--- config.mk ---
export PLATFORM = sky130hd
export DESIGN_NAME = eprom_write_seq
export DESIGN_NICKNAME = d
export VERILOG_FILES = /design/src/rtl/eprom_write_seq.sv
export SDC_FILE = /design/constraint.sdc
export NUM_CORES = 1
export LEC_CHECK = 0
export BUFFER_PORTS_ARGS = -buffer_cell sky130_fd_sc_hd__buf_4
export CORE_MARGIN = 2
export CORE_UTILIZATION = 46
export DETAILED_ROUTE_END_ITERATION = 16
export HOLD_SLACK_MARGIN = 0.15
export PLACE_DENSITY = 0.83
export SETUP_SLACK_MARGIN = 0.15
export SYNTH_ARGS = -nofsm -noshare
export SYNTH_HDL_FRONTEND = slang
export SYNTH_SLANG_ARGS = --single-unit
--- constraint.sdc ---
create_clock -name clk -period 1.8 [get_ports clk]
set_input_delay 0.09 -clock clk [delete_from_list [all_inputs] [get_ports clk]]
set_output_delay 0.09 -clock clk [all_outputs]
set_load 0.02 [all_outputs]
--- src/rtl/eprom_write_seq.sv ---
module eprom_write_seq #(
  parameter int ARR_AW    = 6,
  parameter int DATA_W    = 16,
  parameter int PULSE_CYC = 8
) (
  input  logic              clk,
  input  logic              rst_n,
  input  logic              ce_n,
  input  logic              want_prog,
  input  logic              want_erase,
  input  logic [ARR_AW-1:0] idx_in,
  input  logic [DATA_W-1:0] data_in,
  output logic              prog_stb,
  output logic              erase_stb,
  output logic [ARR_AW-1:0] wr_idx,
  output logic [DATA_W-1:0] wr_data
);
  localparam int CNT_W = $clog2(PULSE_CYC + 1);
  localparam logic [CNT_W-1:0] LAST = CNT_W'(PULSE_CYC - 1);

  logic              wmode;
  logic [CNT_W-1:0]  cnt_q;
  logic              done_q;
  logic              pend_q;
  logic              pend_erase_q;
  logic [ARR_AW-1:0] pend_idx_q;
  logic [DATA_W-1:0] pend_data_q;
  logic              timeout;
  logic              rise_fire;

  always_comb begin
    wmode     = want_prog || want_erase;
    timeout   = wmode && !done_q && (cnt_q == LAST);
    rise_fire = !timeout && ce_n && pend_q && !done_q;
    prog_stb  = (timeout && want_prog) || (rise_fire && !pend_erase_q);
    erase_stb = (timeout && want_erase) || (rise_fire && pend_erase_q);
    wr_idx    = timeout ? idx_in  : pend_idx_q;
    wr_data   = timeout ? data_in : pend_data_q;
  end

  always_ff @(posedge clk or negedge rst_n) begin
    if (!rst_n) begin
      cnt_q        <= '0;
      done_q       <= 1'b0;
      pend_q       <= 1'b0;
      pend_erase_q <= 1'b0;
      pend_idx_q   <= '0;
      pend_data_q  <= '0;
    end else begin
      if (!wmode)       cnt_q <= '0;
      else if (!done_q) cnt_q <= cnt_q + 1'b1;
      done_q       <= ce_n ? 1'b0 : (done_q || timeout);
      pend_q       <= wmode && !done_q && !timeout;
      pend_erase_q <= want_erase;
      pend_idx_q   <= idx_in;
      pend_data_q  <= data_in;
    end
  end

  assert_single_commit_R10: assert property (@(posedge clk) disable iff (!rst_n)
    (prog_stb || erase_stb) |=> !(prog_stb || erase_stb));
  assert_commit_kind_R10: assert property (@(posedge clk) disable iff (!rst_n)
    $onehot0({prog_stb, erase_stb}));
  assert_commit_source_R10: assert property (@(posedge clk) disable iff (!rst_n)
    (prog_stb || erase_stb) |-> (wmode || $past(wmode)));
endmodule

## After elaboration in Yosys (flattened, before gate mapping)

Index checks and enable logic that the tools add are counted.
W data, S select, Z words.

- Register bits: 29
- Input bits: 27

- Add/sub/neg operators: 1
- Equal/unequal tests: 2
- Multiplexer cells: 5
- Reduce and logical (&&, ||, !) cells: 17

Operator list:

| operator | number |
|---|---|
| $mux W16 | 1 |
| $logic_and A1 B1 Y1 | 10 |
| $mux W4 | 2 |
| $mux W6 | 1 |
| $add A4 B1 Y4 const B | 1 |
| $eq A4 B3 Y1 const B | 1 |
| $logic_or A1 B1 Y1 | 4 |
| $logic_not A1 Y1 | 3 |
| $ne A2 B2 Y1 const B | 1 |
| $mux W1 | 1 |

## Longest topological paths before layout

Gate-level depths: netlist of run 1.

- Depth after elaboration: 9
- Depth in mapped cells: 5
- Gate-level depth less buffers: 4

## Worst setup path before layout of run 1

OpenSTA, ideal clock, no wires.

- Kind: reg-to-output
- From: register cnt_q[0]
- To: output port wr_data[3]
- Arrival time: 1.511 ns
- Data required time: 1.710 ns
- Setup slack: 0.199 ns
- Stages on the path, launching flop included: 6
- Path through: dfrtp_1 > ha_1 > nand3b_1 > nor3_4 > buf_6 > mux2_1

- Longest elaborated chain between the ends: 3

Ends and longest elaborated chain:

| element | RTL line | source |
|---|---|---|
| start, declared | 22 | `logic [CNT_W-1:0] cnt_q;` |
| start signal, assigned | 51 | `else if (!done_q) cnt_q <= cnt_q + 1'b1;` |
| $eq A4 B3 Y1 | 33 | `timeout = wmode && !done_q && (cnt_q == LAST);` |
| $logic_and A1 B1 Y1 | 33 |  |
| $mux W16 | 38 | `wr_data = timeout ? data_in : pend_data_q;` |
| end, declared | 16 | `output logic [DATA_W-1:0] wr_data` |

Every way passes these cells.

## Final worst setup path of run 1

- From: register cnt_q[0]
- To: output port wr_data[15]

The elaborated chain is that of the path after synthesis.

==> run_results.csv, run 1 <==
group,metric,value,unit
clocking,htreeDepth,2,
critical_path,cp_slowest_cell,"dfrtp_1",
global_routing,grt_pass1_wl,4660,um
synthesis,ys_seq_elements,29,
finish,layout_common_cells,"buf_4 (59), dfrtp_1 (29), dlygate4sd3_1 (27), mux2_2 (23), clkbuf_4 (5)",
clocking,clock-root-buffer,"clkbuf_4",
min_path,worstHoldPathType,"in -> async",
critical_path,r2r_setup_slack,0.40,ns
sta,finalCritPeriodShare,1.12,
pwr,leakagePower,0.943,nW
sta,rsz0062_at_grt,"true",
floorplan,start_util,0.479,
clocking,clk_pin_slew_worst_paths,0.09,ns
route,first_iter_violations,16,
finish,fin_area,2000,um^2
finish,layout.nets,196,
critical_path,cp_cell_sequence,"ha_1 > nand3b_1 > nor3_4 > buf_4 > buf_12 > mux2_2 > buf_4",
run_status,status,"complete, but fails checks",
finish,area_growth,71.5,%
floorplan,dieWidth,54.4,um
critical_path,cp.arrival,1.93,ns
critical_path,endpoint_kind,"primary output",
global_routing,gr-usage-all-layers,0.236,
placed_design,portBuffers,50,
critical_path,crit_top_cell,"buf_4",
critical_path,timing.critical_path.from_type,"register",
floorplan,dieArea,2950,um^2
sta,worstMarginPinSlew,0.351,ns
clocking,clockBufferDepth,2,
sta,fmax,0.494,GHz
flow_run,drv_cap,0,
sta,skew,0.00585,ns
synthesis,synth_area,1170,um^2
synthesis,synth_top_area_cell,"dfrtp_1",
global_routing,grt_pass1_vias,1024,
clocking,clock_latency,0.32,ns
floorplan,rows,18,
global_routing,grt_max_degree,30,
route,via_per_inst,4.88,
critical_path,path_max_fanout,8,
placed_design,placed_cell_area,1590,um^2
finish,layout-drive-gt1-share,0.562,
floorplan,die_h,54.4,um
synthesis,synth.yosys.seq_area_share,0.622,
pwr,peakVddDrop,0.756,mV
route,drt_pass1_iterations,4,
synthesis,synth_top_cell_area_share,0.622,
finish,insertedDiodeCount,0,
sta,setup_viol,24,
run_status,violations,"negative setup slack",
pwr,pwr_density_cell,884,nW/um^2
clocking,cts_sinks,29,
placed_design,dp_hpwl,1730,um
route,drcViolationCount,0,
clocking,cts_tree,"built",
global_routing,grt.overflow.total,0,
synthesis,syn_inst,75,
finish,final_util,0.822,
synthesis,yosys_warnings,0,
synthesis,syn_avg_cell_area,15.5,um^2
route,drtAntennaViolNets,0,
sta,slew_headroom,0.766,
critical_path,cpPeakStageDelay,0.38,ns
placed_design,gp_congestion,0.748,
finish,final_common_cell,"buf_4",
route,avgRoutedWirePerCell,15.4,um
sta,hold_violations,0,
sta,setup_slack,-0.223,ns
synthesis,yosys.cell_types.count,19,
clocking,cts_buffers,5,
floorplan,io_pins,51,
synthesis,synthTopCellsByArea,"dfrtp_1 (62%), mux2_2 (22%), buf_6 (1.9%)",
floorplan,core,2430,um^2
critical_path,worstSetupPathType,"reg -> out",
critical_path,worst_ep_required_time,1.71,ns
route,vias,972,
global_routing,antenna_found_initial,0,
sta,drv_slew,0,
synthesis,syn-num-nets,103,
sta,period_needed,2.02,ns
route,wl,3060,um
sta,whs,0.217,ns
[registers in the layout, indices dropped and copies added (netlist names)]
name	flops
pend_data_q	16
done_q	1
pend_idx_q	6
pend_erase_q	1
pend_q	1
cnt_q	4
[cell type report]
type / count / area, um^2
fill: 119 / 433
clock inverter: 2 / 10.0
timing repair buffer: 89 / 772
tap: 30 / 37.5
clock buffer: 6 / 41.3
multi-input combinational: 43 / 413
sequential: 29 / 726
[cell usage after synthesis (all sizes together)]
| master | n |
|---|---|
| mux2i | 1 |
| buf | 3 |
| nand2 | 1 |
| ha | 1 |
| mux2 | 24 |
| nor3 | 2 |
| nor3b | 2 |
| nand4b | 1 |
| nand3b | 1 |
| nor2b | 1 |
| nor2 | 5 |
| dfrtp | 29 |
| o21ba | 1 |
| xnor2 | 1 |
| xor2 | 2 |
[worst paths after layout]
check,start,cells past startpoint,to
hold / removal,rst_n,2,pend_data_q[6]$_DFF_PN0_
max in group asynchronous,rst_n,2,cnt_q[1]$_DFFE_PN0P_
hold reg to reg,cnt_q[2]$_DFFE_PN0P_,2,cnt_q[2]$_DFFE_PN0P_
setup / recovery,cnt_q[0]$_DFFE_PN0P_,7,wr_data[15]
setup reg to reg,cnt_q[0]$_DFFE_PN0P_,6,done_q$_DFF_PN0_
min in group clk,data_in[9],2,pend_data_q[9]$_DFF_PN0_
[report_power, final]
part / leakage [nW] / internal, mW / switching (mW) / total, mW
clock network: 0.0320 / 0.149 / 0.217 / 0.365
registers: 0.343 / 0.723 / 0.0414 / 0.764
logic: 0.567 / 0.361 / 0.278 / 0.639
total: 0.943 / 1.23 / 0.536 / 1.77
[repair_timing]
| action | 4_1_cts | 5_1_grt |
|---|---|---|
| resized for setup | 3 | 0 |
| hold endpoints to repair | 57 | 0 |
| setup endpoints to repair | 24 | 24 |
| cloned | 2 | 0 |
| hold buffers | 27 | 0 |
| setup buffers | 4 | 3 |
[layer usage]
| layer | GRT usage | up-vias | wire (um) |
|---|---|---|---|
| met3 | 0.0683 | 8 | 168 |
| met1 | 0.247 | 477 | 1190 |
| li1 | - | 446 | - |
| met2 | 0.418 | 41 | 1630 |
| met5 | 0 | - | 0 |
| met4 | 0.138 | 0 | 71 |
[worst max-delay path, delay by kind of cell (launching register included)]
kind | cells | cell delay (ns)
buffers and inverters | 3 | 0.45
DFF | 1 | 0.38
muxes | 1 | 0.33
and+or+nand+nor | 2 | 0.28
adders and majority gates | 1 | 0.17
[stage by stage]
step                      worst slack (ns)  TNS, ns  total power, mW  std cells
after detailed placement             0.124        0             1.25        155
final                               -0.223    -5.02             1.77        199
after CTS                           -0.187    -4.19             1.72        196
after global routing                -0.304    -7.04             1.86        199
after floorplan                      0.199        0             1.05         75
after global placement               0.167        0             1.22        155
[cell families (layout without fill, tap and decap cells)]
group / after synthesis / after routing / share of synthesized area
xor gates and xnor gates: 3 / 3 / 0.0225
DFF: 29 / 29 / 0.622
and+or+nand+nor: 13 / 13 / 0.0719
buffers and inverters: 3 / 97 / 0.0236
adders and majority gates: 1 / 1 / 0.0107
AOI/OAI and AO/OA: 1 / 1 / 0.00858
muxes: 25 / 25 / 0.240
Power figures use the tool's default switching activity.
==> run 2, diff against run 1 <==
Settings changed: CORE_UTILIZATION 46 to 44, CTS_CLUSTER_SIZE set to 40, PLACE_DENSITY 0.83 to 0.8.
==> run 2 against run 1 <==
Effect of this change: the flow still finishes with violations (negative setup slack); wire length up 38%; combinational power up 20%; first-iteration DRC count up 56%; largest power group unchanged; global-route usage up 2.5 points; core utilization up 7.1 points; total power up 19%.
==> run_results.csv, run 2 (synthesis results as in run 1) <==
group,metric,value,unit
placed_design,dp_slack,0.0381,ns
pwr,internal_power,1.49,mW
sta,tns,-6.63,ns
critical_path,rr_endpoint,"done_q$_DFF_PN0_",
pwr,combPwrFrac,0.364,
pwr,net-switching-power,0.614,mW
floorplan,start_util,0.466,
global_routing,grt_max_degree,30,
critical_path,cp.arrival,2.02,ns
finish,insertedDiodeCount,0,
floorplan,core,2500,um^2
min_path,worstHoldPathType,"in -> async",
route,drcViolationCount,0,
finish,final.fill_count,88,
critical_path,timing.critical_path.from_type,"register",
run_status,violations,"negative setup slack",
sta,hold_violations,0,
run_status,status,"complete, but fails checks",
pwr,clkPwrFrac,0.271,
finish,largest_reg_flops,16,
floorplan,dieArea,3080,um^2
route,drt_pass1_iterations,4,
pwr,pwr-share-seq,0.366,
clocking,cts_tree,"built",
finish,layout_common_cells,"buf_4 (33), dfrtp_1 (29), buf_6 (28), dlygate4sd3_1 (27), mux2_4 (24)",
sta,period_needed,2.11,ns
placed_design,gp_congestion,0.684,
clocking,htreeDepth,2,
sta,drv_slew,0,
pwr,switching_share,0.292,
global_routing,gr-usage-all-layers,0.261,
sta,setup_slack,-0.313,ns
finish,layout-drive-gt1-share,0.579,
critical_path,path_max_fanout,6,
route,drtAntennaViolNets,0,
critical_path,rr_worst_depth,6,
sta,fmax,0.473,GHz
global_routing,grt.overflow.total,0,
pwr,peakVddDrop,0.760,mV
sta,slew_headroom,0.762,
sta,worstMarginPinSlew,0.357,ns
clocking,clock_latency,0.33,ns
sta,setup_viol,24,
placed_design,dp_hpwl,1660,um
route,vias,1056,
route,via_per_inst,5.25,
pwr,leakagePower,1.07,nW
floorplan,io_pins,51,
clocking,clockBufferDepth,2,
clocking,clock-root-buffer,"clkbuf_4",
floorplan,dieWidth,55.5,um
route,first_iter_violations,25,
pwr,pwr_density_cell,944,nW/um^2
route,wl,4220,um
sta,finalCritPeriodShare,1.17,
finish,final_common_cell,"buf_4",
critical_path,r2r_setup_slack,0.42,ns
critical_path,worst_ep_required_time,1.71,ns
finish,top_register,"pend_data_q",
sta,skew,0.0105,ns
placed_design,placed_cell_area,1570,um^2
flow_run,drv_cap,0,
critical_path,endpoint_kind,"primary output",
finish,layout.nets,198,
route,avgRoutedWirePerCell,21.0,um
sta,whs,0.248,ns
critical_path,worstSetupPathType,"reg -> out",
global_routing,grt_pass1_wl,5870,um
finish,fin_area,2230,um^2
global_routing,antenna_found_initial,0,
finish,largest_registers,"pend_data_q: 16 flops, pend_idx_q: 6 flops, cnt_q: 4 flops",
placed_design,portBuffers,50,
clocking,cts_sinks,29,
global_routing,grt_pass1_vias,1169,
clocking,clk_pin_slew_worst_paths,0.10,ns
clocking,cts_buffers,5,
finish,area_growth,91.4,%
floorplan,die_h,55.5,um
sta,rsz0062_at_grt,"true",
critical_path,reg2reg_from,"cnt_q[0]$_DFFE_PN0P_",
floorplan,rows,18,
[run 2: changes by cell type in the layout (fill, tap and decap cells not counted), sizes merged]
cell    change
clkinv      -2
buf         +2
clkbuf      +1
bufinv      +1
[run 2: timing repair]
item,4_1_cts,5_1_grt
setup endpoints to repair,24,24
gates cloned,2,0
hold endpoints to repair,57,0
buffers inserted,7,2
gates resized for setup,49,12
pin swaps,2,1
hold buffers,27,0
[run 2: how the worst max path moves through the flow]
stage	start	end	slack [ns]
final	cnt_q[0]$_DFFE_PN0P_	wr_data[10]	-0.31
after global routing	cnt_q[0]$_DFFE_PN0P_	wr_data[10]	-0.37
after CTS	cnt_q[1]$_DFFE_PN0P_	prog_stb	-0.28
after detailed placement	cnt_q[0]$_DFFE_PN0P_	wr_data[5]	0.04
after global placement	cnt_q[0]$_DFFE_PN0P_	wr_data[2]	0.09
after floorplan	cnt_q[0]$_DFFE_PN0P_	wr_data[3]	0.20
[run 2: layout make-up]
class | count | area [um^2] | area share
multi-input combinational | 43 | 505 | 0.226
clock buffer | 7 | 55.1 | 0.0247
clock inverter | 1 | 30.0 | 0.0135
timing repair buffer | 91 | 878 | 0.393
tap | 30 | 37.5 | 0.0168
sequential | 29 | 726 | 0.325
[run 2: worst max-delay path: stages, from the launching register on]
cell and delay [ns]:
dfrtp_1 0.38, ha_2 0.18, nand3b_1 0.15, nor3_4 0.20
buf_6 0.16, buf_8 0.14, mux2_4 0.33, buf_6 0.14
[run 2: stage by stage]
stage	power, mW	std cells	utilization
global route	2.19	201	0.893
global placement	1.22	155	0.630
floorplan	1.05	75	-
detailed placement	1.23	155	0.630
CTS	1.99	199	0.869
finish	2.11	201	0.893
[run 2: power by group through the flow]
| stage | logic, mW | clock network [mW] | registers [mW] |
|---|---|---|---|
| finish | 0.766 | 0.570 | 0.770 |
| CTS | 0.669 | 0.558 | 0.760 |
| detailed placement | 0.457 | 0 | 0.777 |
| floorplan | 0.285 | 0 | 0.766 |
| global route | 0.805 | 0.607 | 0.775 |
| global placement | 0.443 | 0 | 0.776 |
[run 2: per-layer routing]
metal,share of wire,wire length (um),global-route usage,vias up
met5,0,0,0,-
met4,0.049,205,0.115,0
met3,0.062,263,0.0890,21
met2,0.55,2330,0.459,60
met1,0.34,1420,0.283,526
li1,-,-,-,449
==> run 3, diff against run 2 <==
Settings changed: ABC_AREA set to 1, MAX_ROUTING_LAYER set to met4, PLACE_DENSITY 0.8 to 0.79.
==> run 3 against run 2 <==
Effect of this change: the flow still finishes with violations (negative setup slack); register-to-register slack lost 0.12 ns; first-iteration DRC count grew to 2.6 times the previous value; critical path depth increased by 1; hold slack lost 0.059 ns; area after synthesis increased by 7.1%; non-clock buffer count up 3; flip-flop and latch count is the same; maximum frequency is 16% higher; synthesized cell count increased by 79%; clock skew increased by 0.0045 ns; largest power group is now combinational cells.
==> run_results.csv, run 3 <==
group,metric,value,unit
clocking,clock-root-buffer,"clkbuf_4",
pwr,leakagePower,1.16,nW
clocking,clk_pin_slew_worst_paths,0.10,ns
sta,worstMarginPinSlew,0.370,ns
pwr,switching_share,0.364,
synthesis,synth_most_common_cell,"nand2_1",
critical_path,cp_slowest_cell,"dfrtp_1",
route,avgRoutedWirePerCell,17.8,um
global_routing,grt_pass1_vias,1404,
placed_design,placed_cell_area,1630,um^2
route,drtAntennaViolNets,0,
critical_path,rr_worst_depth,8,
synthesis,yosys_warnings,0,
finish,layout-drive-gt1-share,0.472,
clocking,clockBufferDepth,2,
finish,final_common_cell,"buf_4",
global_routing,grt.overflow.total,0,
pwr,net-switching-power,0.768,mW
floorplan,start_util,0.457,
synthesis,yosys.cell_types.count,18,
route,vias,1377,
sta,slew_headroom,0.753,
synthesis,synth_top_area_cell,"dfrtp_1",
route,wl,4660,um
synthesis,synth_ff_type,"dfrtp_1",
critical_path,timing.critical_path.from_type,"register",
synthesis,syn_avg_cell_area,9.32,um^2
global_routing,grt_pass1_wl,6780,um
critical_path,cp.arrival,1.74,ns
critical_path,worst_ep_required_time,1.71,ns
route,via_per_inst,5.26,
floorplan,die_h,57.3,um
clocking,cts_buffers,5,
sta,skew,0.0150,ns
critical_path,endpoint_kind,"primary output",
sta,setup_viol,4,
critical_path,crit_family,"flip-flops",
clocking,cts_tree,"built",
synthesis,synth_top_cell_area_share,0.581,
finish,instances_no_fill,262,
run_status,status,"complete, but fails checks",
finish,layout.nets,259,
sta,hold_violations,0,
critical_path,rr_endpoint,"pend_q$_DFF_PN0_",
sta,finalCritPeriodShare,1.02,
synthesis,syn-num-nets,162,
synthesis,synth_area,1250,um^2
finish,fin_area,2380,um^2
synthesis,syn_inst,134,
critical_path,reg2reg_from,"cnt_q[0]$_DFFE_PN0P_",
critical_path,path_max_fanout,7,
synthesis,synth.yosys.seq_area_share,0.581,
placed_design,dp_hpwl,2130,um
critical_path,critPathBufInv,3,
route,first_iter_violations,65,
synthesis,synthTopCellsByArea,"dfrtp_1 (58%), nand2_1 (15%), nand3_1 (9.6%)",
sta,rsz0062_at_grt,"true",
global_routing,grt_max_degree,30,
clocking,clock_latency,0.35,ns
pwr,combPwrFrac,0.421,
critical_path,r2r_setup_slack,0.30,ns
finish,largest_registers,"pend_data_q: 16 flops, pend_idx_q: 6 flops, cnt_q: 4 flops",
clocking,htreeDepth,2,
run_status,violations,"negative setup slack",
synthesis,ys_async_sr_fraction,1.00,
critical_path,cpPeakStageDelay,0.43,ns
pwr,pwr_density_cell,886,nW/um^2
sta,period_needed,1.83,ns
finish,top_register,"pend_data_q",
critical_path,cp_cell_sequence,"ha_4 > nand2_4 > nor2_8 > buf_6 > buf_16 > nand3_1 > nand2_2 > buf_6",
floorplan,dieArea,3280,um^2
global_routing,gr-usage-all-layers,0.289,
floorplan,core,2730,um^2
finish,largest_reg_flops,16,
pwr,internal_power,1.34,mW
sta,setup_slack,-0.0289,ns
global_routing,antenna_found_initial,0,
placed_design,portBuffers,50,
placed_design,gp_congestion,0.717,
synthesis,synth_edf_count,0,
sta,fmax,0.547,GHz
placed_design,dp.cells,211,
synthesis,ys_seq_elements,29,
critical_path,crit_top_cell,"buf_6",
floorplan,dieWidth,57.3,um
floorplan,rows,19,
pwr,peakVddDrop,0.810,mV
sta,drv_slew,0,
min_path,worstHoldPathType,"in -> async",
finish,layout_common_cells,"buf_4 (40), nand2_1 (33), dfrtp_1 (29), dlygate4sd3_1 (27), buf_6 (23)",
pwr,clkPwrFrac,0.202,
finish,insertedDiodeCount,0,
synthesis,ys_top_cells_by_count,"nand2_1 (49), dfrtp_1 (29), nand3_1 (24)",
pwr,pwr-share-seq,0.378,
clocking,cts_sinks,29,
finish,final.fill_count,129,
route,drcViolationCount,0,
finish,area_growth,90.6,%
critical_path,worstSetupPathType,"reg -> out",
route,drt_pass1_iterations,4,
flow_run,drv_cap,0,
floorplan,io_pins,51,
## run 3: cell type report
type,instances,area (um^2),share of cell area
inverter,5,18.8,0.00789
clock buffer,7,55.1,0.0231
multi-input combinational,96,629,0.264
timing repair buffer,94,912,0.383
tap,31,38.8,0.0163
sequential,29,726,0.305
## run 3: power groups by stage
stage          combinational [mW]  clock, mW  sequential, mW
5_1_grt                     0.938      0.463           0.802
3_3_place_gp                0.500          0           0.783
6_report                    0.888      0.425           0.796
2_1_floorplan               0.318          0           0.777
3_5_place_dp                0.519          0           0.789
4_1_cts                     0.750      0.404           0.781
## run 3: through the flow
stage	hold WS [ns]	TNS, ns	utilization	worst slack, ns	power (mW)
6_report	0.189	-0.0628	0.870	-0.0289	2.11
5_1_grt	0.189	-1.07	0.870	-0.0986	2.20
4_1_cts	0.161	0	0.807	0.0443	1.93
3_5_place_dp	0.0306	0	0.596	0.224	1.31
3_3_place_gp	0.0272	0	0.596	0.346	1.28
2_1_floorplan	-0.206	0	-	0.533	1.09
## run 3: worst max path at each step
stage / from / endpoint / slack [ns] / cells past startpoint
after detailed placement: cnt_q[1]$_DFFE_PN0P_ / wr_idx[2] / 0.22 / 7
after global routing: cnt_q[0]$_DFFE_PN0P_ / wr_idx[1] / -0.1 / 8
after global placement: cnt_q[1]$_DFFE_PN0P_ / wr_data[8] / 0.35 / 7
after CTS: cnt_q[0]$_DFFE_PN0P_ / wr_idx[2] / 0.04 / 8
final: cnt_q[0]$_DFFE_PN0P_ / wr_idx[1] / -0.03 / 8
after floorplan: cnt_q[0]$_DFFE_PN0P_ / wr_data[10] / 0.53 / 7
## run 3: layer usage
metal | vias up | global-route usage | share of wire
li1 | 629 | - | -
met2 | 61 | 0.499 | 0.55
met3 | 12 | 0.0771 | 0.058
met5 | - | - | 0
met1 | 675 | 0.325 | 0.37
met4 | 0 | 0.0963 | 0.022
## run 3: kinds of logic (layout without fill, tap and decap cells)
family / count (synthesis) / after routing / share of synthesized area
AND/OR/NAND/NOR: 90 / 92 / 0.337
flip-flops: 29 / 29 / 0.581
buffers and inverters: 11 / 106 / 0.0531
AO/OA/AOI/OAI: 2 / 2 / 0.0120
adder cells (fa/ha/maj): 1 / 1 / 0.0100
XOR/XNOR: 1 / 1 / 0.00702
## run 3: repair_timing
action                                 4_1_cts  5_1_grt
cloned                                       3        0
hold buffers                                27        0
pin swaps                                    8       21
setup endpoints to repair                   24       24
setup buffers                               11        3
endpoints found under the hold margin       56        0
gates resized for setup                     25       39
